### config.mk
export PLATFORM = sky130hd
export DESIGN_NAME = cal_alarm_unit
export DESIGN_NICKNAME = d
export VERILOG_FILES = /design/src/rtl/cal_alarm_pkg.sv /design/src/rtl/alarm_field_cmp.sv /design/src/rtl/alarm_match.sv /design/src/rtl/alarm_regs.sv /design/src/rtl/alarm_flag.sv /design/src/rtl/cal_alarm_unit.sv
export SDC_FILE = /design/constraint.sdc
export NUM_CORES = 1
export LEC_CHECK = 0
export BUFFER_PORTS_ARGS = -buffer_cell sky130_fd_sc_hd__buf_4
export CAP_MARGIN = 5
export CORE_MARGIN = 2
export CORE_UTILIZATION = 50
export CTS_BUF_LIST = sky130_fd_sc_hd__clkbuf_8
export CTS_CLUSTER_SIZE = 8
export DETAILED_ROUTE_END_ITERATION = 10
export PLACE_DENSITY = 0.8
export SLEW_MARGIN = 30
export SYNTH_ARGS = -nofsm -noshare
export SYNTH_HDL_FRONTEND = slang
export SYNTH_SLANG_ARGS = --single-unit
### constraint.sdc
create_clock -name clk -period 1.3 [get_ports clk]
set_input_delay 0.065 -clock clk [delete_from_list [all_inputs] [get_ports clk]]
set_output_delay 0.065 -clock clk [all_outputs]
set_load 0.02 [all_outputs]
### src/rtl/cal_alarm_pkg.sv
package cal_alarm_pkg;
  localparam int unsigned FIELD_CNT = 6;
  localparam int unsigned BYTE_W    = 8;
  localparam int unsigned VAL_W     = BYTE_W - 1;
  localparam int unsigned ADDR_W    = 3;
  localparam int unsigned ARM_BIT   = BYTE_W - 1;
  localparam int unsigned FLAG_BIT  = 0;
  localparam int unsigned IE_BIT    = 3;

  typedef enum logic [ADDR_W-1:0] {
    SEL_SEC   = 3'd0,
    SEL_MIN   = 3'd1,
    SEL_HOUR  = 3'd2,
    SEL_WDAY  = 3'd3,
    SEL_MDAY  = 3'd4,
    SEL_MONTH = 3'd5,
    SEL_CTRL  = 3'd6,
    SEL_SPARE = 3'd7
  } reg_sel_e;
endpackage

### src/rtl/alarm_field_cmp.sv
module alarm_field_cmp #(
  parameter int unsigned BW = 8
) (
  input  logic [BW-1:0] alarm_byte_i,
  input  logic [BW-2:0] cur_val_i,
  output logic          armed_o,
  output logic          hit_o
);
  logic same;

  always_comb begin
    armed_o = alarm_byte_i[BW-1];
    same    = (alarm_byte_i[BW-2:0] == cur_val_i);
    hit_o   = !armed_o || same;
  end
endmodule

### src/rtl/alarm_match.sv
module alarm_match
  import cal_alarm_pkg::*;
#(
  parameter int unsigned NF = FIELD_CNT,
  parameter int unsigned BW = BYTE_W
) (
  input  logic [NF-1:0][BW-1:0] alarm_q_i,
  input  logic [NF-1:0][BW-2:0] cur_i,
  output logic                  match_o
);
  logic [NF-1:0] armed_vec;
  logic [NF-1:0] hit_vec;

  for (genvar f = 0; f < NF; f++) begin : g_field
    alarm_field_cmp #(.BW(BW)) i_cmp (
      .alarm_byte_i (alarm_q_i[f]),
      .cur_val_i    (cur_i[f]),
      .armed_o      (armed_vec[f]),
      .hit_o        (hit_vec[f])
    );
  end

  always_comb begin
    match_o = (|armed_vec) && (&hit_vec);
  end
endmodule

### src/rtl/alarm_regs.sv
module alarm_regs
  import cal_alarm_pkg::*;
#(
  parameter int unsigned NF = FIELD_CNT,
  parameter int unsigned BW = BYTE_W,
  parameter int unsigned AW = ADDR_W
) (
  input  logic                  clk,
  input  logic                  rst_n,
  input  logic                  wr_i,
  input  logic [AW-1:0]         addr_i,
  input  logic [BW-1:0]         wdata_i,
  input  logic                  flag_i,
  output logic [NF-1:0][BW-1:0] alarm_q_o,
  output logic                  ie_o,
  output logic                  clr_req_o,
  output logic [BW-1:0]         rdata_o
);
  logic [NF-1:0][BW-1:0] alarm_d, alarm_q;
  logic                  ie_d, ie_q;
  logic                  ctrl_hit;

  always_comb begin
    alarm_d  = alarm_q;
    ie_d     = ie_q;
    ctrl_hit = wr_i && (addr_i == SEL_CTRL);
    if (wr_i && (int'(addr_i) < NF)) begin
      alarm_d[addr_i] = wdata_i;
    end
    if (ctrl_hit) begin
      ie_d = wdata_i[IE_BIT];
    end
    clr_req_o = ctrl_hit && !wdata_i[FLAG_BIT];
  end

  always_ff @(posedge clk or negedge rst_n) begin
    if (!rst_n) begin
      alarm_q <= '0;
      ie_q    <= 1'b0;
    end else begin
      alarm_q <= alarm_d;
      ie_q    <= ie_d;
    end
  end

  always_comb begin
    rdata_o = '0;
    if (int'(addr_i) < NF) begin
      rdata_o = alarm_q[addr_i];
    end else if (addr_i == SEL_CTRL) begin
      rdata_o[FLAG_BIT] = flag_i;
      rdata_o[IE_BIT]   = ie_q;
    end
  end

  assign alarm_q_o = alarm_q;
  assign ie_o      = ie_q;

  // a write to an alarm byte is stored whole
  p_byte_store_r2: assert property (@(posedge clk) disable iff (!rst_n)
    (wr_i && (int'(addr_i) < NF)) |=> (alarm_q[$past(addr_i)] == $past(wdata_i)));
endmodule

### src/rtl/alarm_flag.sv
module alarm_flag (
  input  logic clk,
  input  logic rst_n,
  input  logic tick_i,
  input  logic match_i,
  input  logic clr_i,
  input  logic ie_i,
  output logic flag_o,
  output logic irq_o
);
  logic flag_d, flag_q, set_ev;

  always_comb begin
    set_ev = tick_i && match_i;
    flag_d = flag_q;
    if (set_ev) begin
      flag_d = 1'b1;
    end else if (clr_i) begin
      flag_d = 1'b0;
    end
  end

  always_ff @(posedge clk or negedge rst_n) begin
    if (!rst_n) begin
      flag_q <= 1'b0;
    end else begin
      flag_q <= flag_d;
    end
  end

  assign flag_o = flag_q;
  assign irq_o  = flag_q && ie_i;

  // the flag only rises after a strobed match
  p_rise_on_tick_r6: assert property (@(posedge clk) disable iff (!rst_n)
    $rose(flag_q) |-> $past(tick_i && match_i));
  // the flag only falls after a clear request
  p_sticky_r7: assert property (@(posedge clk) disable iff (!rst_n)
    $fell(flag_q) |-> $past(clr_i));
  // setting beats clearing
  p_set_wins_r9: assert property (@(posedge clk) disable iff (!rst_n)
    (tick_i && match_i && clr_i) |=> flag_q);
endmodule

### src/rtl/cal_alarm_unit.sv
module cal_alarm_unit
  import cal_alarm_pkg::*;
(
  input  logic              clk,
  input  logic              rst_n,
  input  logic              sec_tick_i,
  input  logic [VAL_W-1:0]  cur_sec_i,
  input  logic [VAL_W-1:0]  cur_min_i,
  input  logic [VAL_W-1:0]  cur_hour_i,
  input  logic [VAL_W-1:0]  cur_wday_i,
  input  logic [VAL_W-1:0]  cur_mday_i,
  input  logic [VAL_W-1:0]  cur_month_i,
  input  logic              reg_wr_i,
  input  logic [ADDR_W-1:0] reg_addr_i,
  input  logic [BYTE_W-1:0] reg_wdata_i,
  output logic [BYTE_W-1:0] reg_rdata_o,
  output logic              irq_o
);
  logic [FIELD_CNT-1:0][BYTE_W-1:0] alarm_q;
  logic [FIELD_CNT-1:0][VAL_W-1:0]  cur_vec;
  logic [FIELD_CNT-1:0]             armed_bits;
  logic ie, clr_req, match, flag;

  always_comb begin
    cur_vec[SEL_SEC]   = cur_sec_i;
    cur_vec[SEL_MIN]   = cur_min_i;
    cur_vec[SEL_HOUR]  = cur_hour_i;
    cur_vec[SEL_WDAY]  = cur_wday_i;
    cur_vec[SEL_MDAY]  = cur_mday_i;
    cur_vec[SEL_MONTH] = cur_month_i;
  end

  for (genvar f = 0; f < FIELD_CNT; f++) begin : g_arm
    assign armed_bits[f] = alarm_q[f][ARM_BIT];
  end

  alarm_regs #(.NF(FIELD_CNT), .BW(BYTE_W), .AW(ADDR_W)) i_regs (
    .clk       (clk),
    .rst_n     (rst_n),
    .wr_i      (reg_wr_i),
    .addr_i    (reg_addr_i),
    .wdata_i   (reg_wdata_i),
    .flag_i    (flag),
    .alarm_q_o (alarm_q),
    .ie_o      (ie),
    .clr_req_o (clr_req),
    .rdata_o   (reg_rdata_o)
  );

  alarm_match #(.NF(FIELD_CNT), .BW(BYTE_W)) i_match (
    .alarm_q_i (alarm_q),
    .cur_i     (cur_vec),
    .match_o   (match)
  );

  alarm_flag i_flag (
    .clk     (clk),
    .rst_n   (rst_n),
    .tick_i  (sec_tick_i),
    .match_i (match),
    .clr_i   (clr_req),
    .ie_i    (ie),
    .flag_o  (flag),
    .irq_o   (irq_o)
  );

  // nothing armed means no match
  p_none_armed_r5: assert property (@(posedge clk) disable iff (!rst_n)
    (armed_bits == '0) |-> !match);
  // the interrupt needs the enable
  p_irq_gated_r8: assert property (@(posedge clk) disable iff (!rst_n)
    irq_o |-> ie);
endmodule

Yosys cells after proc, flatten, opt, wreduce, memory -nomap -nowiden

Cells that the tools add are included.

Register bits: 50
Input bits: 57
Logic and storage cells: 54

Order comparisons: 3
Equal/unequal tests: 7
Multiplexer cells: 13
Reductions and logical operators: 23

Operators with widths:

| operator           | number |
|---|---|
| $bwmux 48          | 1 |
| $eq 7x7->1         | 6 |
| $bmux 8 s3         | 1 |
| $demux 8 s3        | 1 |
| $mux 8             | 2 |
| $logic_and 1x1->1  | 7 |
| $logic_not 1->1    | 7 |
| $logic_or 1x1->1   | 6 |
| $mux 1             | 6 |
| $reduce_and 6->1   | 1 |
| $reduce_or 6->1    | 1 |
| $lt 3x4->1 const B | 1 |
| $mux 4             | 1 |
| $eq 3x3->1 const B | 1 |
| $ge 3x1->1 const B | 1 |
| $lt 3x3->1 const B | 1 |
| $mux 2             | 1 |
| $reduce_bool 2->1  | 1 |

Depth between registers and ports, before layout

Gate-level depths: netlist of run 1.

Word-level depth: 6
Depth in mapped cells: 6
Mapped depth without buffers: 5

Cells and area by module

Synthesis of run 1 repeated with hierarchy kept, for this count alone.

Cell total of the unflattened synthesis: 243
Area, all modules: 3,026.7 um^2

By module, submodules not included:

| module          | instances | cells each | area each (um^2) | seq. area each (um^2) |
|---|---|---|---|---|
| alarm_regs      | 1         | 173        | 2,402.3          | 1,226.2 |
| alarm_field_cmp | 6         | 10         | 91.3             | 0.0 |
| alarm_flag      | 1         | 5          | 48.8             | 25.0 |
| alarm_match     | 1         | 5          | 27.5             | 0.0 |

Worst setup path after synthesis of run 1

No wires, ideal clock.

Path kind: reg2reg
Start: reg i_regs.alarm_q (netlist bit i_regs.alarm_q_o[21])
End: reg i_flag.flag_q (netlist: i_flag.flag_o)
Setup time: 0.095 ns
Arrival: 1.158 ns
Data required time: 1.205 ns
Slack: 0.047 ns
Cell stages (with the launch flop): 5
Buffers on the path: 0
Cells stage by stage: dfrtp_1 xor2_1 o41ai_1 nand4_1 o31ai_1

Word-level cells in the longest chain between the ends: 6
Elaborated cells between the ends (all ways): 7
Classes of those cells: eq/ne (1); mux (1); reduce/logical (5)

Ends and longest elaborated chain:

| element                                     | RTL line              | text |
|---|---|---|
| start: declaration                          | alarm_regs.sv:19      | `logic [NF-1:0][BW-1:0] alarm_d, alarm_q;` |
| start signal: assignment                    | alarm_regs.sv:41      | `alarm_q <= alarm_d;` |
| $eq 7x7->1 (*)                              | alarm_field_cmp.sv:13 | `same = (alarm_byte_i[BW-2:0] == cur_val_i);` |
| $logic_or 1x1->1 (*)                        | alarm_field_cmp.sv:14 | `hit_o = !armed_o \|\| same;` |
| $reduce_and 6->1 (*)                        | alarm_match.sv:24     | `match_o = (\|armed_vec) && (&hit_vec);` |
| $logic_and 1x1->1 (*)                       | alarm_match.sv:24     |  |
| $logic_and 1x1->1 (*)                       | alarm_flag.sv:14      | `set_ev = tick_i && match_i;` |
| $mux 1 or $reduce_bool 2->1 (tied branches) | -                     |  |
| end signal: assignment                      | alarm_flag.sv:27      | `flag_q <= flag_d;` |
| end: declaration                            | alarm_flag.sv:11      | `logic flag_d, flag_q, set_ev;` |

Mark *: on every way between the ends. The rest lies on a longest branch, timed or not.
A chain may end at the register's enable or synchronous reset.

Final worst setup path of run 1

Start: reg i_regs.alarm_q (netlist bit i_regs.alarm_q_o[12])
End: out reg_rdata_o[4]

Word-level cells in the longest chain between the ends: 3

Ends and longest elaborated chain:

| element                      | RTL line             | text |
|---|---|---|
| $bmux 8 s3                   | alarm_regs.sv:49     | `rdata_o = alarm_q[addr_i];` |
| $mux 8 (implied by the code) | alarm_regs.sv:49     |  |
| $mux 4                       | alarm_regs.sv:48     | `if (int'(addr_i) < NF) begin` |
| end: declaration             | cal_alarm_unit.sv:16 | `output logic [BYTE_W-1:0] reg_rdata_o,` |

No other way between the ends. The select of a mux whose other input is x is not followed.

==> out/qor.yml, run 1 <==
route:
  wl_mm: 8.337
  num_vias: 2418
  vias_per_cell: 5.757
  ant_nets: 0
  drc: 0
  first_pass_iters: 4
  drtIter0Drc: 186
  wl_per_cell_um: 19.85
placed_design:
  preCtsSetupSlack_ns: -0.3420
  dpl.cell_count: 400
  portBuffers: 65
  place_hpwl_mm: 5.903
  gp_congestion: 0.8459
clock_network:
  cts_root_buf: "clkbuf_8"
  tritoncts: "built"
  htree_levels: 2
  cts.sinks: 50
  path_clk_slew_ns: 0.09
  clockBufferDepth: 2
  clock_latency_ns: 0.30
  cts_made_buffers: 5
layout:
  final_cell_mix: "103 x buf_4, 50 x dfrtp_1, 49 x mux2_2, 22 x xor2_1, 18 x xnor2_1"
  final_cells: 420
  diodes: 0
  syn2layout_area_growth_pct: 42.19
  final_common_cell: "buf_4"
  drive_gt1_share_pct: 58.05
  fin_nets: 405
power:
  power.total_w: 0.005538
  ir_worst_vdd_mv: 0.8186
  p_per_area_nw_per_um2: 1362
  p_leak_nw: 1.848
die:
  core_area_um2: 5507
  row_count: 27
  num_io_pins: 66
  start_util_pct: 51.92
  die_w_um: 79.62
  die_area_um2: 6339
  die_h_um: 79.62
setup_path:
  cp-end-kind: "primary output"
  slowest_stage: "dfrtp_1"
  cp_max_fo: 2
  cp.required_ns: 1.24
  arrival_ns: 1.60
  cp_num_buf_inv: 2
  crit_type: "reg2out"
  path_cells: "buf_6 -> mux2i_2 -> nor2_1 -> a31oi_1 -> o221ai_1 -> buf_4"
  cp_slowest_stage_delay_ns: 0.41
  path_delay_family: "flip-flops"
  cp-start-kind: "flop"
yosys:
  syn_nets: 286
  syn_area_per_cell_um2: 12.48
  yosysWarnings: 0
  synth_cell_type_count: 38
  syn_area_um2: 2859
  ys_ff_latch: 50
  synth-seq-area-share_pct: 43.76
  syn_inst: 229
status:
  outcome: "finished, violations left"
  violations: "negative setup slack"
timing:
  setup_viol_count_final: 9
  worst_slack_ns: -0.3682
  fin_crit_sh_pct: 128.3
  min_period_ns: 1.668
  rsz0062_at_grt: "true"
  finalHoldViolations: 0
  finalHoldWorstSlack_ns: 0.05514
  tns_ns: -2.850
  worst_pin_slew_ns: 0.6441
  relSlewSlack_pct: 57.06
  max_clock_freq_mhz: 599.4
  finalClockSkew_ns: 0.002739
  slew_viol_final: 0
global_routing:
  grt-ovfl-total: 0
  grt_use_total_pct: 28.19
  grt_max_degree: 51
  grt_pass1_wl_mm: 13.21
  antenna_found_initial: 0
  grt_pass1_vias: 2553
run:
  maxCapViolCount: 0
hold_path:
  min_path_type: "in2reg"
final cells by class:
class                   count  area, um^2
fillers                   353        1441
clock buffers               6       82.58
multi-input cells         168        1610
inverters                   3       11.26
flip-flops and latches     50        1251
clock inverters             1       30.03
well taps                  72       90.09
repair buffers            120       989.7
registers in the layout, indices dropped and copies added, names as in the netlist:
name / cells
i_flag.flag_o: 1
i_regs.alarm_q_o: 48
i_regs.ie_o: 1
what timing repair did:
action,in CTS,in global routing
cloned,0,0
hold endpoints to repair,50,0
gates resized for setup,18,9
setup endpoints to repair,9,9
hold buffers,1,0
buffers inserted,10,2
pin swaps,4,3
per-stage QoR:
stage | util, % | cell area [um^2]
2_1_floorplan | - | 2859
3_3_place_gp | 67.78 | 3732
3_5_place_dp | 67.78 | 3732
4_1_cts | 72.64 | 4000
5_1_grt | 73.82 | 4065
6_report | 73.82 | 4065
synthesized netlist by cell type, drive strengths merged:
| cell type | number | area, um^2 |
|---|---|---|
| dfrtp | 50 | 1251 |
| mux2i | 13 | 130.1 |
| xnor2 | 20 | 175.2 |
| a31o | 1 | 8.760 |
| o31ai | 1 | 7.510 |
| and2 | 1 | 6.260 |
| a221oi | 1 | 8.760 |
| o21ai | 1 | 5.000 |
| o22ai | 3 | 18.77 |
| mux2 | 50 | 566.8 |
| o221ai | 3 | 26.28 |
| and3 | 1 | 6.260 |
| o41ai | 5 | 43.79 |
| nand3 | 2 | 20.02 |
| o21a | 1 | 7.510 |
| a22oi | 1 | 7.510 |
| a21oi | 2 | 10.01 |
| nor3 | 3 | 26.28 |
| nor4 | 1 | 6.260 |
| nor2b | 1 | 6.260 |
| and2b | 1 | 7.510 |
| inv | 3 | 11.26 |
| nand2b | 2 | 20.02 |
| mux4 | 3 | 67.56 |
| a31oi | 6 | 37.54 |
| nand2 | 5 | 26.27 |
| nor2 | 11 | 56.30 |
| nand4 | 7 | 43.79 |
| buf | 8 | 57.55 |
| xor2 | 22 | 192.7 |
path summary, 6_finish.rpt:
kind | from | end | slack, ns | cells past startpoint
max | i_regs.alarm_q_o[12] | reg_rdata_o[4] | -0.37 | 6
min in group asynchronous | rst_n | i_regs.alarm_q_o[17] | 0.31 | 2
max in group asynchronous | rst_n | i_regs.ie_o | 0.55 | 2
min | reg_wdata_i[7] | i_regs.alarm_q_o[31] | 0.06 | 2
min reg2reg | i_regs.ie_o | i_regs.ie_o | 0.54 | 1
max reg2reg | i_regs.alarm_q_o[9] | i_flag.flag_o | -0.29 | 5
where the power goes:
part           switching, W  internal (W)
Combinational      0.000921       0.00130
Clock              0.000483      0.000616
Sequential         0.000312       0.00191
Total               0.00172       0.00382
per-layer routing:
| layer | global-route usage [%] | vias to the layer above | wire length, um |
|---|---|---|---|
| met1 | 34.94 | 1232 | 3193 |
| met2 | 49.08 | 91 | 4393 |
| met3 | 5.543 | 18 | 573 |
| met5 | 0 | - | 0 |
| met4 | 9.483 | 0 | 176 |
| li1 | - | 1077 | - |
cells by family (layout without fill, tap and decap cells):
group	Yosys count	in the layout	synth area share (%)
XOR/XNOR	42	42	12.87
buffers and inverters	11	130	2.407
AND/OR/NAND/NOR	35	35	7.878
flip-flops	50	50	43.76
multiplexers	66	66	26.74
AO/OA/AOI/OAI	25	25	6.346
No activity file was read; power rests on OpenSTA's default activity.
==> run 2, diff against run 1 <==
CORE_UTILIZATION = 51   (was 50)
PLACE_DENSITY = 0.81   (was 0.8)
SYNTH_HIERARCHICAL = 1   (was not set)
==> run 2 against run 1 <==
The flow still finishes with violations (negative setup slack). Clock skew is 0.0035 ns higher. Core utilization down 0.050 points. Sequential power about the same. Synthesized cell count is 6.1% higher. Setup slack worse by 0.055 ns. Total power rose by 1.2%. Combinational power grew 5%. Cell area is 5.5% higher. Routed wire length up 2.5%. Non-clock buffer count grew 12. Sequential cell count did not move. Clock power barely moved. Critical endpoint is now reg_rdata_o[6]. Highest routed layer unchanged.
==> out/qor.yml, run 2 <==
layout:
  fin_nets: 423  # was 405
  nFillCells: 401  # was 353
  diodes: 0  # unchanged
  final_common_cell: "buf_4"  # unchanged
  syn2layout_area_growth_pct: 41.75  # was 42.19%
  final_core_util_pct: 73.77  # was 73.82%
  largest_reg_flops: 48  # unchanged
  final_cell_mix: "114 x buf_4, 51 x mux2_2, 50 x dfrtp_1, 21 x xnor2_1, 18 x xor2_1"  # was 103 x buf_4, 50 x dfrtp_1, 49 x mux2_2, 22 x xor2_1, 18 x xnor2_1
  final_cells: 442  # was 420
  drive_gt1_share_pct: 61.85  # was 58.05%
placed_design:
  dpl.cell_count: 423  # was 400
  gp_congestion: 0.8827  # was 0.8459
  place_hpwl_mm: 6.069  # was 5.903 mm
  portBuffers: 65  # unchanged
yosys:
  syn_nets: 300  # was 286
  synth_common_cells: "56 x mux2_2, 50 x dfrtp_1, 24 x xnor2_1"  # was 50 x dfrtp_1, 49 x mux2_2, 22 x xor2_1
  synth_cell_type_count: 41  # was 38
  syn_area_um2: 3027  # was 2859 um^2
  synth_most_common_cell: "mux2_2"  # was dfrtp_1
  syn_inst: 243  # was 229
  dominantRegCellSynth: "dfrtp_1"  # unchanged
  synth_area_leaders: "dfrtp_1 41%, mux2_2 21%, xnor2_1 6.9%"  # was dfrtp_1 44%, mux2_2 19%, xor2_1 6.7%
  syn_area_per_cell_um2: 12.46  # was 12.48 um^2
  yosysWarnings: 6  # was 0
  synth_top_cell_by_area: "dfrtp_1"  # unchanged
  async_flop_share_pct: 100.0  # unchanged
  netlist.area_leader.share_pct: 41.34  # was 43.76%
  ys_ff_latch: 50  # unchanged
  synth_edf_count: 0  # unchanged
  synth-seq-area-share_pct: 41.34  # was 43.76%
setup_path:
  rr_startpoint: "i_regs/alarm_q_o[36]"  # was i_regs.alarm_q_o[9]
  cp_max_fo: 2  # unchanged
  cp.required_ns: 1.24  # about the same
  cp-end-kind: "primary output"  # unchanged
  crit_path_start: "i_regs/alarm_q_o[14]"  # was i_regs.alarm_q_o[12]
  path_cells: "buf_4 -> mux2_2 -> a221oi_2 -> nor2_1 -> buf_4"  # was buf_6 -> mux2i_2 -> nor2_1 -> a31oi_1 -> o221ai_1 -> buf_4
  regToRegEndpoint: "i_flag/flag_o"  # was i_flag.flag_o
  slowest_stage: "dfrtp_1"  # unchanged
  arrival_ns: 1.66  # was 1.60 ns
  cp-endpoint: "reg_rdata_o[6]"  # was reg_rdata_o[4]
  critPathMostFrequentCell: "buf_4"
  cp-start-kind: "flop"  # unchanged
  crit_type: "reg2out"  # unchanged
  reg2reg_slack_ns: -0.31  # was -0.29 ns
  r2r_cells: 7  # was 5
  cp_slowest_stage_delay_ns: 0.39  # was 0.41 ns
hold_path:
  min_path_type: "in2reg"  # unchanged
  min_path_cells: 2  # unchanged
clock_network:
  path_clk_slew_ns: 0.09  # about the same
  clock_latency_ns: 0.30  # about the same
  cts.sinks: 50  # unchanged
  htree_levels: 2  # unchanged
  cts_made_buffers: 5  # unchanged
  clockBufferDepth: 2  # unchanged
  tritoncts: "built"  # unchanged
  cts_root_buf: "clkbuf_8"  # unchanged
timing:
  finalClockSkew_ns: 0.006213  # was 0.002739 ns
  slew_viol_final: 0  # unchanged
  finalHoldWorstSlack_ns: 0.04858  # was 0.05514 ns
  tns_ns: -2.570  # was -2.850 ns
  fin_crit_sh_pct: 132.6  # was 128.3%
  max_clock_freq_mhz: 580.2  # was 599.4 MHz
  finalHoldViolations: 0  # unchanged
  worst_pin_slew_ns: 0.6531  # was 0.6441 ns
  rsz0062_at_grt: "true"  # unchanged
  min_period_ns: 1.724  # was 1.668 ns
  setup_viol_count_final: 9  # unchanged
  relSlewSlack_pct: 56.46  # was 57.06%
  worst_slack_ns: -0.4236  # was -0.3682 ns
power:
  p_per_area_nw_per_um2: 1306  # was 1362 nW/um^2
  ir_worst_vdd_mv: 0.8007  # was 0.8186 mV
  p_leak_nw: 1.965  # was 1.848 nW
  power.total_w: 0.005603  # was 0.005538 W
route:
  drtIter0Drc: 145  # was 186
  first_pass_iters: 4  # unchanged
  drc: 0  # unchanged
  wl_met2_mm: 4.540  # was 4.393 mm
  wl_mm: 8.547  # was 8.337 mm
  maxUsedRoutingLayer: "met4"  # unchanged
  num_vias: 2477  # was 2418
  dr_wl_met3_um: 438  # was 573 um
  ant_nets: 0  # unchanged
  wl_met1_mm: 3.409  # was 3.193 mm
  vias_per_cell: 5.604  # was 5.757
  wl_per_cell_um: 19.34  # was 19.85 um
die:
  start_util_pct: 52.04  # was 51.92%
  die_w_um: 81.04  # was 79.62 um
  num_io_pins: 66  # unchanged
  core_area_um2: 5816  # was 5507 um^2
  row_count: 28  # was 27
  die_h_um: 81.04  # was 79.62 um
  die_area_um2: 6567  # was 6339 um^2
global_routing:
  grt_use_total_pct: 27.00  # was 28.19%
  grt_pass1_wl_mm: 13.01  # was 13.21 mm
  grt-ovfl-total: 0  # unchanged
  grt_pass1_vias: 2612  # was 2553
  grt_max_degree: 51  # unchanged
  antenna_found_initial: 0  # unchanged
status:
  outcome: "finished, violations left"  # unchanged
  violations: "negative setup slack"  # unchanged
run:
  maxCapViolCount: 0  # unchanged
==> run 2: worst max-delay path: cells and delay by family (launching register included) <==
family,cells,cell delay [ns]
AOI/OAI and AO/OA,1,0.26
buffers and inverters,2,0.33
DFF,1,0.39
muxes,1,0.30
and+or+nand+nor,1,0.09
==> run 2: worst min path at each step <==
stage / from / end / slack, ns
2_1_floorplan: rst_n / i_flag/flag_o / -0.23
3_3_place_gp: rst_n / i_regs/alarm_q_o[20] / 0.12
3_5_place_dp: rst_n / i_regs/alarm_q_o[28] / 0.13
4_1_cts: reg_wdata_i[4] / i_regs/alarm_q_o[28] / 0.05
5_1_grt: reg_wdata_i[4] / i_regs/alarm_q_o[28] / 0.05
6_report: reg_wdata_i[4] / i_regs/alarm_q_o[20] / 0.05
==> run 2: layer usage <==
| layer | vias to the layer above | track usage (%) |
|---|---|---|
| met1 | 1228 | 32.25 |
| met3 | 17 | 4.000 |
| met5 | - | 0 |
| met4 | 0 | 9.661 |
| met2 | 96 | 49.26 |
| li1 | 1136 | - |
==> run 2: kinds of logic after synthesis <==
| logic type | synth area share, % |
|---|---|
| multiplexers | 23.94 |
| flip-flops | 41.34 |
| XOR/XNOR | 12.15 |
| AND/OR/NAND/NOR | 9.716 |
| AO/OA/AOI/OAI | 8.599 |
| buffers and inverters | 4.258 |
==> run 2: power breakdown <==
group | internal (W) | switching (W)
clock | 0.000561 | 0.000505
combinational | 0.00138 | 0.000962
sequential | 0.00191 | 0.000287
==> run 2: metrics by stage <==
step                worst slack (ns)  instance area, um^2
finish                       -0.4236                 4290
global route                 -0.4625                 4290
CTS                          -0.3319                 4208
detailed placement           -0.2831                 3936
global placement             -0.2445                 3936
floorplan                   -0.01853                 3027
==> run 2: cell type report <==
| type | count | area (um^2) | share of cell area (%) |
|---|---|---|---|
| repair buffers | 132 | 1074 | 25.02 |
| well taps | 75 | 93.84 | 2.187 |
| inverters | 3 | 11.26 | 0.2625 |
| multi-input cells | 174 | 1754 | 40.89 |
| clock inverters | 3 | 37.54 | 0.8749 |
| clock buffers | 5 | 68.82 | 1.604 |
| flip-flops and latches | 50 | 1251 | 29.16 |
==> run 2: timing repair <==
| action | CTS | global route |
|---|---|---|
| endpoints found under the setup margin | 9 | 9 |
| pin swaps | 9 | 7 |
| cloned | 0 | 0 |
| buffers inserted | 8 | 1 |
| hold buffers | 2 | 0 |
| resized for setup | 22 | 18 |
| hold endpoints to repair | 51 | 0 |
==> run 3, diff against run 2 <==
CORE_MARGIN = not set   (was 2)
==> run 3 against run 2 <==
The run still ends with negative setup slack left. Final cell count shrank 0.23%. Worst hold slack lost 0.0044 ns. Count of clock-buffer cells in the layout grew 1. Total power shrank 2.4%. Die area shrank 4.9%. Sequential share of layout area grew 0.051 points. Routed wire length shrank 3.5%.
==> out/qor.yml, run 3 (synthesis results as in run 2) <==
timing:
  min_period_ns: 1.658  # was 1.724 ns
  finalHoldViolations: 0  # unchanged
  finalClockSkew_ns: 0.006967  # was 0.006213 ns
  fin_crit_sh_pct: 127.5  # was 132.6%
  max_clock_freq_mhz: 603.3  # was 580.2 MHz
  rsz0062_at_grt: "true"  # unchanged
  tns_ns: -2.701  # was -2.570 ns
  worst_pin_slew_ns: 0.6602  # was 0.6531 ns
  relSlewSlack_pct: 55.98  # was 56.46%
  setup_viol_count_final: 9  # unchanged
  slew_viol_final: 0  # unchanged
  worst_slack_ns: -0.3576  # was -0.4236 ns
route:
  num_vias: 2463  # was 2477
  ant_nets: 0  # unchanged
  drtIter0Drc: 101  # was 145
  first_pass_iters: 4  # unchanged
  wl_per_cell_um: 18.69  # was 19.34 um
  wl_mm: 8.244  # was 8.547 mm
  vias_per_cell: 5.585  # was 5.604
  drc: 0  # unchanged
layout:
  syn2layout_area_growth_pct: 41.50  # was 41.75%
  nFillCells: 376  # was 401
  largest_reg_flops: 48  # unchanged
  drive_gt1_share_pct: 62.06  # was 61.85%
  final_core_util_pct: 76.37  # was 73.77%
  final_cells: 441  # was 442
  stdcell_area_um2: 4283  # was 4290 um^2
  final_cell_mix: "118 x buf_4, 51 x mux2_2, 50 x dfrtp_1, 21 x xnor2_1, 18 x xor2_1"  # was 114 x buf_4, 51 x mux2_2, 50 x dfrtp_1, 21 x xnor2_1, 18 x xor2_1
  fin_nets: 425  # was 423
  final_common_cell: "buf_4"  # unchanged
  diodes: 0  # unchanged
die:
  row_count: 27  # was 28
  die_area_um2: 6247  # was 6567 um^2
  start_util_pct: 53.97  # was 52.04%
  num_io_pins: 66  # unchanged
  die_w_um: 79.04  # was 81.04 um
  core_area_um2: 5608  # was 5816 um^2
  die_h_um: 79.04  # was 81.04 um
global_routing:
  grt_pass1_wl_mm: 12.94  # was 13.01 mm
  grt_max_degree: 51  # unchanged
  grt-ovfl-total: 0  # unchanged
  grt_pass1_vias: 2730  # was 2612
  grt_use_total_pct: 27.55  # was 27.00%
  antenna_found_initial: 0  # unchanged
setup_path:
  cp-end-kind: "primary output"  # unchanged
  regToRegEndpoint: "i_flag/flag_o"  # unchanged
  cp-start-kind: "flop"  # unchanged
  arrival_ns: 1.59  # was 1.66 ns
  path_delay_family: "flip-flops"  # unchanged
  path_depth: 5  # unchanged
  cp_max_fo: 2  # unchanged
  cp_num_buf_inv: 2  # unchanged
  cp_slowest_stage_delay_ns: 0.43  # was 0.39 ns
  crit_type: "reg2out"  # unchanged
  r2r_cells: 8  # was 7
  crit_path_start: "i_regs/alarm_q_o[3]"  # was i_regs/alarm_q_o[14]
  cp-endpoint: "reg_rdata_o[3]"  # was reg_rdata_o[6]
  cp.required_ns: 1.24  # about the same
  reg2reg_slack_ns: -0.33  # was -0.31 ns
  slowest_stage: "dfrtp_1"  # unchanged
  path_cells: "buf_6 -> mux2i_1 -> o21ai_1 -> a221o_1 -> buf_6"  # was buf_4 -> mux2_2 -> a221oi_2 -> nor2_1 -> buf_4
  critPathMostFrequentCell: "buf_6"  # was buf_4
  rr_startpoint: "i_regs/alarm_q_o[30]"  # was i_regs/alarm_q_o[36]
clock_network:
  cts_made_buffers: 5  # unchanged
  clock_latency_ns: 0.31  # was 0.30 ns
  path_clk_slew_ns: 0.09  # about the same
  tritoncts: "built"  # unchanged
  htree_levels: 2  # unchanged
  cts_root_buf: "clkbuf_8"  # unchanged
  clockBufferDepth: 2  # unchanged
  cts.sinks: 50  # unchanged
hold_path:
  min_path_type: "in2reg"  # unchanged
power:
  p_leak_nw: 1.963  # was 1.965 nW
  ir_worst_vdd_mv: 0.7003  # was 0.8007 mV
  p_per_area_nw_per_um2: 1277  # was 1306 nW/um^2
  power.total_w: 0.005470  # was 0.005603 W
placed_design:
  place_hpwl_mm: 5.959  # was 6.069 mm
  gp_congestion: 0.8728  # was 0.8827
  place_area_um2: 3960  # was 3936 um^2
  portBuffers: 65  # unchanged
  dpl.cell_count: 422  # was 423
run:
  maxCapViolCount: 0  # unchanged
status:
  violations: "negative setup slack"  # unchanged
  outcome: "finished, violations left"  # unchanged
run 3: cell types whose count changed in the layout (fill, tap and decap cells not counted), sizes merged:
| cell | previous run | this run |
|---|---|---|
| clkinv | 0 | 1 |
| buf | 130 | 132 |
| inv | 5 | 4 |
| bufinv | 1 | 0 |
| clkbuf | 5 | 6 |
run 3: worst min path at each step:
stage	from	end	slack [ns]	cells past startpoint
floorplan	rst_n	i_flag/flag_o	-0.23	0
global placement	rst_n	i_regs/alarm_q_o[42]	0.13	1
detailed placement	rst_n	i_regs/alarm_q_o[32]	0.13	1
CTS	reg_wdata_i[4]	i_regs/alarm_q_o[28]	0.04	2
global route	reg_wdata_i[5]	i_regs/alarm_q_o[5]	0.03	2
finish	reg_wdata_i[4]	i_regs/alarm_q_o[28]	0.04	2
run 3: layout make-up:
class	count	area (um^2)	share of cell area, %
flip-flops and latches	50	1251	29.21
repair buffers	134	1090	25.45
well taps	72	90.09	2.103
multi-input cells	174	1749	40.84
clock inverters	2	8.758	0.2045
clock buffers	6	82.58	1.928
inverters	3	11.26	0.2629
run 3: metrics by stage:
stage,setup slack [ns],hold slack (ns)
2_1_floorplan,-0.01853,-0.2306
3_3_place_gp,-0.1905,0.1282
3_5_place_dp,-0.3018,0.1349
4_1_cts,-0.3528,0.03723
5_1_grt,-0.4238,0.02915
6_report,-0.3576,0.04417
run 3: power breakdown:
part / switching (W) / internal [W] / leakage [nW]
sequential: 0.000273 / 0.00191 / 0.600
combinational: 0.000945 / 0.00140 / 1.31
clock: 0.000521 / 0.000423 / 0.0524
run 3: timing repair:
| action | CTS | global route |
|---|---|---|
| pin swaps | 11 | 5 |
| gates resized for setup | 25 | 11 |
| endpoints found under the hold margin | 51 | 0 |
| hold buffers | 2 | 0 |
| setup buffers | 6 | 3 |
| setup endpoints to repair | 9 | 9 |
run 3: metal layers:
metal / vias up / track usage [%] / wire length [um]
met5: - / 0 / 0
met1: 1215 / 33.80 / 3335
met3: 19 / 4.828 / 513
li1: 1130 / - / -
met2: 99 / 47.67 / 4243
met4: 0 / 11.27 / 152
